## config.mk

```make
export PLATFORM = sky130hd
export DESIGN_NAME = link_pwr_ctrl
export DESIGN_NICKNAME = d
export VERILOG_FILES = /design/src/rtl/lpc_pkg.sv /design/src/rtl/lpc_ctl_regs.sv /design/src/rtl/lpc_hp_deglitch.sv /design/src/rtl/lpc_sig_qual.sv /design/src/rtl/lpc_pwr_fsm.sv /design/src/rtl/link_pwr_ctrl.sv
export SDC_FILE = /design/constraint.sdc
export NUM_CORES = 1
export LEC_CHECK = 0
export BUFFER_PORTS_ARGS = -buffer_cell sky130_fd_sc_hd__buf_2
export CAP_MARGIN = 30
export CORE_ASPECT_RATIO = 0.8
export CORE_MARGIN = 2
export CORE_UTILIZATION = 55
export CTS_CLUSTER_SIZE = 30
export DETAILED_ROUTE_END_ITERATION = 6
export HOLD_SLACK_MARGIN = 0.12
export PLACE_DENSITY = 0.79
export RECOVER_POWER = 25
export SLEW_MARGIN = 20
export SYNTH_ARGS = -nofsm -noshare
export SYNTH_HDL_FRONTEND = slang
export SYNTH_SLANG_ARGS = --single-unit
export TNS_END_PERCENT = 30
```

## constraint.sdc

```tcl
create_clock -name clk -period 4.84 [get_ports clk]
set_clock_uncertainty 0.1 [all_clocks]
set_input_delay 0.968 -clock clk [delete_from_list [all_inputs] [get_ports clk]]
set_output_delay 0.968 -clock clk [all_outputs]
set_load 0.02 [all_outputs]
```

## src/rtl/lpc_pkg.sv

```systemverilog
package lpc_pkg;
   typedef enum logic [1:0] {
      ST_PD   = 2'd0,
      ST_STBY = 2'd1,
      ST_ACT  = 2'd2
   } pwr_st_e;

   typedef struct packed {
      logic pd_force;
      logic hp_ignore;
      logic stby_skip;
      logic ddc_req;
   } ctl_t;

   localparam ctl_t CTL_DEFAULT = '{pd_force: 1'b1, hp_ignore: 1'b0,
                                    stby_skip: 1'b0, ddc_req: 1'b0};
endpackage

```

## src/rtl/lpc_ctl_regs.sv

```systemverilog
module lpc_ctl_regs
   import lpc_pkg::*;
#(
   parameter int NUM_LANES = 4
) (
   input  logic                 clk,
   input  logic                 rst_n,
   input  logic                 wr,
   input  logic                 srst,
   input  ctl_t                 wr_ctl,
   input  logic [NUM_LANES-1:0] wr_mask,
   output ctl_t                 ctl_q,
   output logic [NUM_LANES-1:0] mask_q
);
   always_ff @(posedge clk or negedge rst_n) begin
      if (!rst_n) begin
         ctl_q  <= CTL_DEFAULT;
         mask_q <= '1;
      end else if (srst) begin
         ctl_q  <= CTL_DEFAULT;
         mask_q <= '1;
      end else if (wr) begin
         ctl_q  <= wr_ctl;
         mask_q <= wr_mask;
      end
   end
endmodule

```

## src/rtl/lpc_hp_deglitch.sv

```systemverilog
module lpc_hp_deglitch #(
   parameter int LOW_MIN = 2
) (
   input  logic clk,
   input  logic rst_n,
   input  logic hp_in,
   output logic hp_lost
);
   localparam int CW = $clog2(LOW_MIN + 1);
   localparam logic [CW-1:0] LIM = CW'(LOW_MIN);

   logic [CW-1:0] low_cnt;

   always_ff @(posedge clk or negedge rst_n) begin
      if (!rst_n)             low_cnt <= '0;
      else if (hp_in)         low_cnt <= '0;
      else if (low_cnt != LIM) low_cnt <= low_cnt + 1'b1;
   end

   assign hp_lost = (low_cnt == LIM);
endmodule

```

## src/rtl/lpc_sig_qual.sv

```systemverilog
module lpc_sig_qual #(
   parameter int NUM_LANES = 4,
   parameter int RUN_MIN   = 4
) (
   input  logic                 clk,
   input  logic                 rst_n,
   input  logic                 arm,
   input  logic [NUM_LANES-1:0] mask,
   input  logic [NUM_LANES-1:0] sig,
   output logic                 any_ok
);
   localparam int CW = $clog2(RUN_MIN + 1);
   localparam logic [CW-1:0] LIM = CW'(RUN_MIN);

   logic [NUM_LANES-1:0] ok;

   for (genvar l = 0; l < NUM_LANES; l++) begin : g_lane
      logic [CW-1:0] run_cnt;
      always_ff @(posedge clk or negedge rst_n) begin
         if (!rst_n)                           run_cnt <= '0;
         else if (!(arm && mask[l] && sig[l])) run_cnt <= '0;
         else if (run_cnt != LIM)              run_cnt <= run_cnt + 1'b1;
      end
      assign ok[l] = (run_cnt == LIM);
   end

   assign any_ok = |ok;
endmodule

```

## src/rtl/lpc_pwr_fsm.sv

```systemverilog
module lpc_pwr_fsm
   import lpc_pkg::*;
#(
   parameter int RATE_W = 4
) (
   input  logic              clk,
   input  logic              rst_n,
   input  logic              pd_req,
   input  logic              stby_skip,
   input  logic              sig_ok,
   input  logic [RATE_W-1:0] rate,
   output pwr_st_e           st_q
);
   logic [RATE_W-1:0] rate_q;
   pwr_st_e           st_d;
   logic              rate_chg;

   assign rate_chg = (rate != rate_q);

   always_comb begin
      st_d = st_q;
      if (pd_req) begin
         st_d = ST_PD;
      end else begin
         unique case (st_q)
            ST_PD:   st_d = stby_skip ? ST_ACT : ST_STBY;
            ST_STBY: if (stby_skip || sig_ok) st_d = ST_ACT;
            ST_ACT:  if (rate_chg && !stby_skip) st_d = ST_STBY;
            default: st_d = ST_PD;
         endcase
      end
   end

   always_ff @(posedge clk or negedge rst_n) begin
      if (!rst_n) begin
         st_q   <= ST_PD;
         rate_q <= '0;
      end else begin
         st_q   <= st_d;
         rate_q <= rate;
      end
   end
endmodule

```

## src/rtl/link_pwr_ctrl.sv

```systemverilog
module link_pwr_ctrl
   import lpc_pkg::*;
#(
   parameter int NUM_LANES   = 4,
   parameter int RATE_W      = 4,
   parameter int SIG_RUN     = 4,
   parameter int HP_LOW_MIN  = 2
) (
   input  logic                 clk,
   input  logic                 rst_n,
   input  logic                 cfg_wr,
   input  logic                 cfg_pd_force,
   input  logic                 cfg_hp_ignore,
   input  logic                 cfg_stby_skip,
   input  logic                 cfg_ddc_req,
   input  logic [NUM_LANES-1:0] cfg_lane_mask,
   input  logic                 soft_rst,
   input  logic                 hotplug_in,
   input  logic [NUM_LANES-1:0] sig_present,
   input  logic [RATE_W-1:0]    link_rate,
   output logic [1:0]           state,
   output logic [NUM_LANES-1:0] lane_on,
   output logic                 sig_mon,
   output logic                 hotplug_out,
   output logic                 ddc_buf_on,
   output logic                 stat_pd,
   output logic                 stat_stby
);
   if (NUM_LANES < 1) begin : g_bad_lanes
      $error("NUM_LANES must be at least 1");
   end
   if (RATE_W < 1) begin : g_bad_rate
      $error("RATE_W must be at least 1");
   end
   if (SIG_RUN < 1) begin : g_bad_run
      $error("SIG_RUN must be at least 1");
   end
   if (HP_LOW_MIN < 1) begin : g_bad_low
      $error("HP_LOW_MIN must be at least 1");
   end

   ctl_t                 wr_ctl, ctl_q;
   logic [NUM_LANES-1:0] mask_q;
   logic                 hp_lost, sig_ok, pd_req;
   pwr_st_e              st_q;
   logic                 pd_force_w, hp_ignore_w;

   assign wr_ctl = '{pd_force: cfg_pd_force, hp_ignore: cfg_hp_ignore,
                     stby_skip: cfg_stby_skip, ddc_req: cfg_ddc_req};

   lpc_ctl_regs #(.NUM_LANES(NUM_LANES)) u_regs (
      .clk     (clk),
      .rst_n   (rst_n),
      .wr      (cfg_wr),
      .srst    (soft_rst),
      .wr_ctl  (wr_ctl),
      .wr_mask (cfg_lane_mask),
      .ctl_q   (ctl_q),
      .mask_q  (mask_q)
   );

   lpc_hp_deglitch #(.LOW_MIN(HP_LOW_MIN)) u_hp (
      .clk     (clk),
      .rst_n   (rst_n),
      .hp_in   (hotplug_in),
      .hp_lost (hp_lost)
   );

   lpc_sig_qual #(.NUM_LANES(NUM_LANES), .RUN_MIN(SIG_RUN)) u_sig (
      .clk    (clk),
      .rst_n  (rst_n),
      .arm    (st_q == ST_STBY),
      .mask   (mask_q),
      .sig    (sig_present),
      .any_ok (sig_ok)
   );

   assign pd_req = ctl_q.pd_force || (!ctl_q.hp_ignore && hp_lost);

   lpc_pwr_fsm #(.RATE_W(RATE_W)) u_fsm (
      .clk       (clk),
      .rst_n     (rst_n),
      .pd_req    (pd_req),
      .stby_skip (ctl_q.stby_skip),
      .sig_ok    (sig_ok),
      .rate      (link_rate),
      .st_q      (st_q)
   );

   assign pd_force_w  = ctl_q.pd_force;
   assign hp_ignore_w = ctl_q.hp_ignore;

   assign state       = st_q;
   assign lane_on     = (st_q == ST_ACT) ? mask_q : '0;
   assign sig_mon     = (st_q != ST_PD);
   assign hotplug_out = hotplug_in && !ctl_q.pd_force;
   assign ddc_buf_on  = ctl_q.ddc_req && hotplug_in && !ctl_q.pd_force;
   assign stat_pd     = (st_q == ST_PD);
   assign stat_stby   = (st_q == ST_STBY);
endmodule

```

==> summary.md <==
| Metric | Value |
|---|---|
| First-pass GRT wire length | 4905 µm |
| Routed vias/inst | 5.349 |
| Sequential fraction of the synthesis area | 51.60% |
| Remaining antenna violation count | 0 |
| Cts bufs inserted | 3 |
| Launching instance or port of the critical path | hotplug_in |
| Signal arrival time at the worst endpoint | 1.51 ns |
| Clock root cell | clkbuf_4 |
| Main flop type after synthesis | dfrtp_1 |
| Final routed wirelength across all metal layers | 2696 µm |
| Clock power frac | 29.3% |
| Clock tree buffer depth | 2 |
| Placed wire-length estimate | 2139 µm |
| H-tree depth | 1 |
| Actual transition at the worst max-transition pin | 1.451 ns |
| Portion of synthesized cell area occupied by the leading cell type | 42.01% |
| CTS tree | yes |
| Post-detailed-route DRC marker count | 0 |
| Synth Warn # | 0 |
| Nets@finish | 199 |
| Critical path fanouts, max | 3 |
| Cts-stage hold buffer count | 0 |
| Worst setup slack after layout | 2.267 ns |
| WL/cell | 13.83 µm |
| Power Total | 0.0005268 W |
| Setup repair bufs after CTS | 0 |
| Global route total overflow | 0 |
| Total count of max-transition violations in the final report | 0 |
| Number of antenna violations at the first check in global routing | 0 |
| HP Class | flip-flop to flip-flop |
| R2R Path Start | u_sig.g_lane[3].run_cnt[0] |
| Instance count of the mapped netlist | 135 |
| Unique masters post-synth | 24 |
| Async SR Flop Fraction | 100.0% |
| Synth area leaders | dfrtp_1 42%, dfstp_2 9.6%, ha_1 8.2% |
| Fillers | 215 |
| Maximum clock frequency | 388.6 MHz |
| Number of DRC violations after detailed-routing iteration 0 | 17 |
| Vertical die dimension | 48.64 µm |
| Worst-case headroom to the max-slew limit | 3.243% |
| Largest net degree at the start of global routing | 29 |
| Diode count | 0 |
| Clock network latency to the later pin of the worst-skew pair | 0.33 ns |
| Final Setup Violations | 0 |
| Hold slack | 0.4383 ns |
| Cell taking the most area after synthesis | dfrtp_1 |
| Worst min-delay path startpoint | u_regs.ctl_q[0] |
| Global-route total usage across every layer | 22.46% |
| Sort of element at the end of the critical path | primary output |
| Switching share of total power | 27.65% |
| Setup repair after global routing missed its margin | false |
| Part of the cycle the worst path needs | 53.17% |
| Minimum clock period | 2.573 ns |
| Data required time of the critical path | 3.77 ns |
| Nature of the critical path startpoint | input pin |
| Seq pwr share | 51.1% |
| Row count | 16 |
| Layout cells sized above 1 | 22.62% |
| Synthesized net count | 165 |
| VDD IR max | 236.3 µV |
| Resized Gates After CTS | 0 |
| Clock transition at the register clock pins on the worst setup and hold paths after CTS | 0.15 ns |
| Number of enable flip-flop cells after synthesis | 0 |
| Total I/O pin count | 32 |
| Layout area overhead | 16.53% |
| Placed instance area | 0.001550 mm² |
| First-pass iteration count of the detailed router | 4 |
| Post-route setup TNS | 0 ns |
| Die width | 59.80 µm |
| Die Outline Area | 0.002909 mm² |
| Via total after detailed routing | 1043 |
| Post-synthesis cell area | 0.001370 mm² |
| Flops & latches, synth | 28 |
| Max Cap Viol | 0 |
| Average footprint of a synthesized cell | 10.15 µm² |
| Cell area after layout | 0.001597 mm² |
| Leakage power of the design | 0.7746 nW |
| Final weighted congestion in routability-driven placement | 0.7161 |
| Pre-CTS setup slack | 2.271 ns |
| Internal power summed over all cells | 0.0003811 W |
| Core area | 0.002402 mm² |
| Sw power | 0.0001457 W |
| Hold violation count in the final report | 0 |
| Count of input and output buffers | 31 |
| Worst Path Class, Setup | input pin to primary output |
| Share of power burned in combinational logic | 19.6% |
| Vias in the first global route | 1155 |
| Outcome | complete, no violations |
| Starting Density | 57.03% |
| # clock sinks | 28 |
| Total power density per cell area | 330.0 mW/mm² |
==> logic make-up after synthesis <==
family	Yosys count	share of synthesized area, %
and+or+nand+nor	60	21.10
DFF	28	51.60
AOI/OAI and AO/OA	13	7.488
buffers and inverters	13	3.652
xor gates and xnor gates	9	5.753
adders and majority gates	9	8.219
muxes	3	2.192
==> through the flow <==
stage	util, %	instances
2_1_floorplan	-	135
6_report	66.46	195
3_5_place_dp	64.53	191
4_1_cts	66.72	195
5_1_grt	66.46	195
3_3_place_gp	64.53	191
==> per-layer routing <==
| metal | track usage [%] | wire length [µm] | up-vias |
|---|---|---|---|
| met5 | 0 | 0 | - |
| met4 | 5.926 | 21 | 0 |
| met3 | 6.952 | 130 | 2 |
| met2 | 35.51 | 1359 | 26 |
| met1 | 29.93 | 1185 | 503 |
| li1 | - | - | 512 |
==> Yosys cell counts, types with 2 or more instances <==
cell	count
a211o_1	5
a21oi_1	5
and2_1	5
and2b_2	2
dfrtp_1	23
dfstp_2	5
ha_1	9
inv_1	11
mux2i_1	3
nand2_1	12
nand3_1	8
nor2_1	19
nor2b_1	6
nor3_1	5
xnor2_1	5
xor2_1	4
==> cells in the final DEF (no fill, tap or decap), drive strengths merged <==
cell,netlist,routed
ha,9,9
nor2b,6,6
a311o,1,1
dfrtp,23,23
and2,5,5
nor2,19,19
nand3,8,8
bufinv,0,1
a21oi,5,5
xnor2,5,5
or3b,1,1
nand2,12,12
xor2,4,4
mux2i,3,3
a221oi,2,2
buf,2,26
nor3,5,5
and3,1,1
a211o,5,5
nand4,1,1
dfstp,5,5
and2b,2,2
inv,11,11
clkbuf,0,8
==> power groups by stage <==
stage,registers (W),clock network (W),logic [W]
2_1_floorplan,0.000271,0,0.0000686
3_3_place_gp,0.000271,0,0.0000984
3_5_place_dp,0.000273,0,0.000104
4_1_cts,0.000269,0.000156,0.000105
5_1_grt,0.000272,0.000167,0.000119
6_report,0.000269,0.000154,0.000103
==> worst max-delay path: stages <==
cell     delay (ns)
buf_2          0.11
nor2b_1        0.13
and2_1         0.15
buf_2          0.15
==> state kept, by name (all words and copies together) (netlist names) <==
register	count
u_regs.mask_q	4
u_sig.g_lane.run_cnt	12
u_hp.low_cnt	2
u_regs.ctl_q	4
u_fsm.rate_q	4
u_fsm.st_q	2
==> path summary, 6_finish.rpt <==
kind                       depth (start not counted)                         end  slack (ns)
setup / recovery                                   4                  ddc_buf_on        2.27
hold / removal                                     2             u_regs.ctl_q[0]        0.44
setup reg to reg                                   6               u_fsm.st_q[0]        3.05
hold reg to reg                                    2             u_regs.ctl_q[0]        0.44
max in group asynchronous                          1  u_sig.g_lane[1].run_cnt[0]        2.96
min in group asynchronous                          1  u_sig.g_lane[3].run_cnt[2]        0.85
==> final cells by class <==
class | instances | area [µm²] | share of cell area (%)
clock buffer | 3 | 22.52 | 1.411
inverter | 11 | 41.29 | 2.586
clock inverter | 1 | 30.03 | 1.881
timing repair buffer | 31 | 148.9 | 9.326
tap | 27 | 33.78 | 2.116
multi-input combinational | 94 | 613.1 | 38.40
sequential | 28 | 706.9 | 44.28
Power figures use the tool's default switching activity.
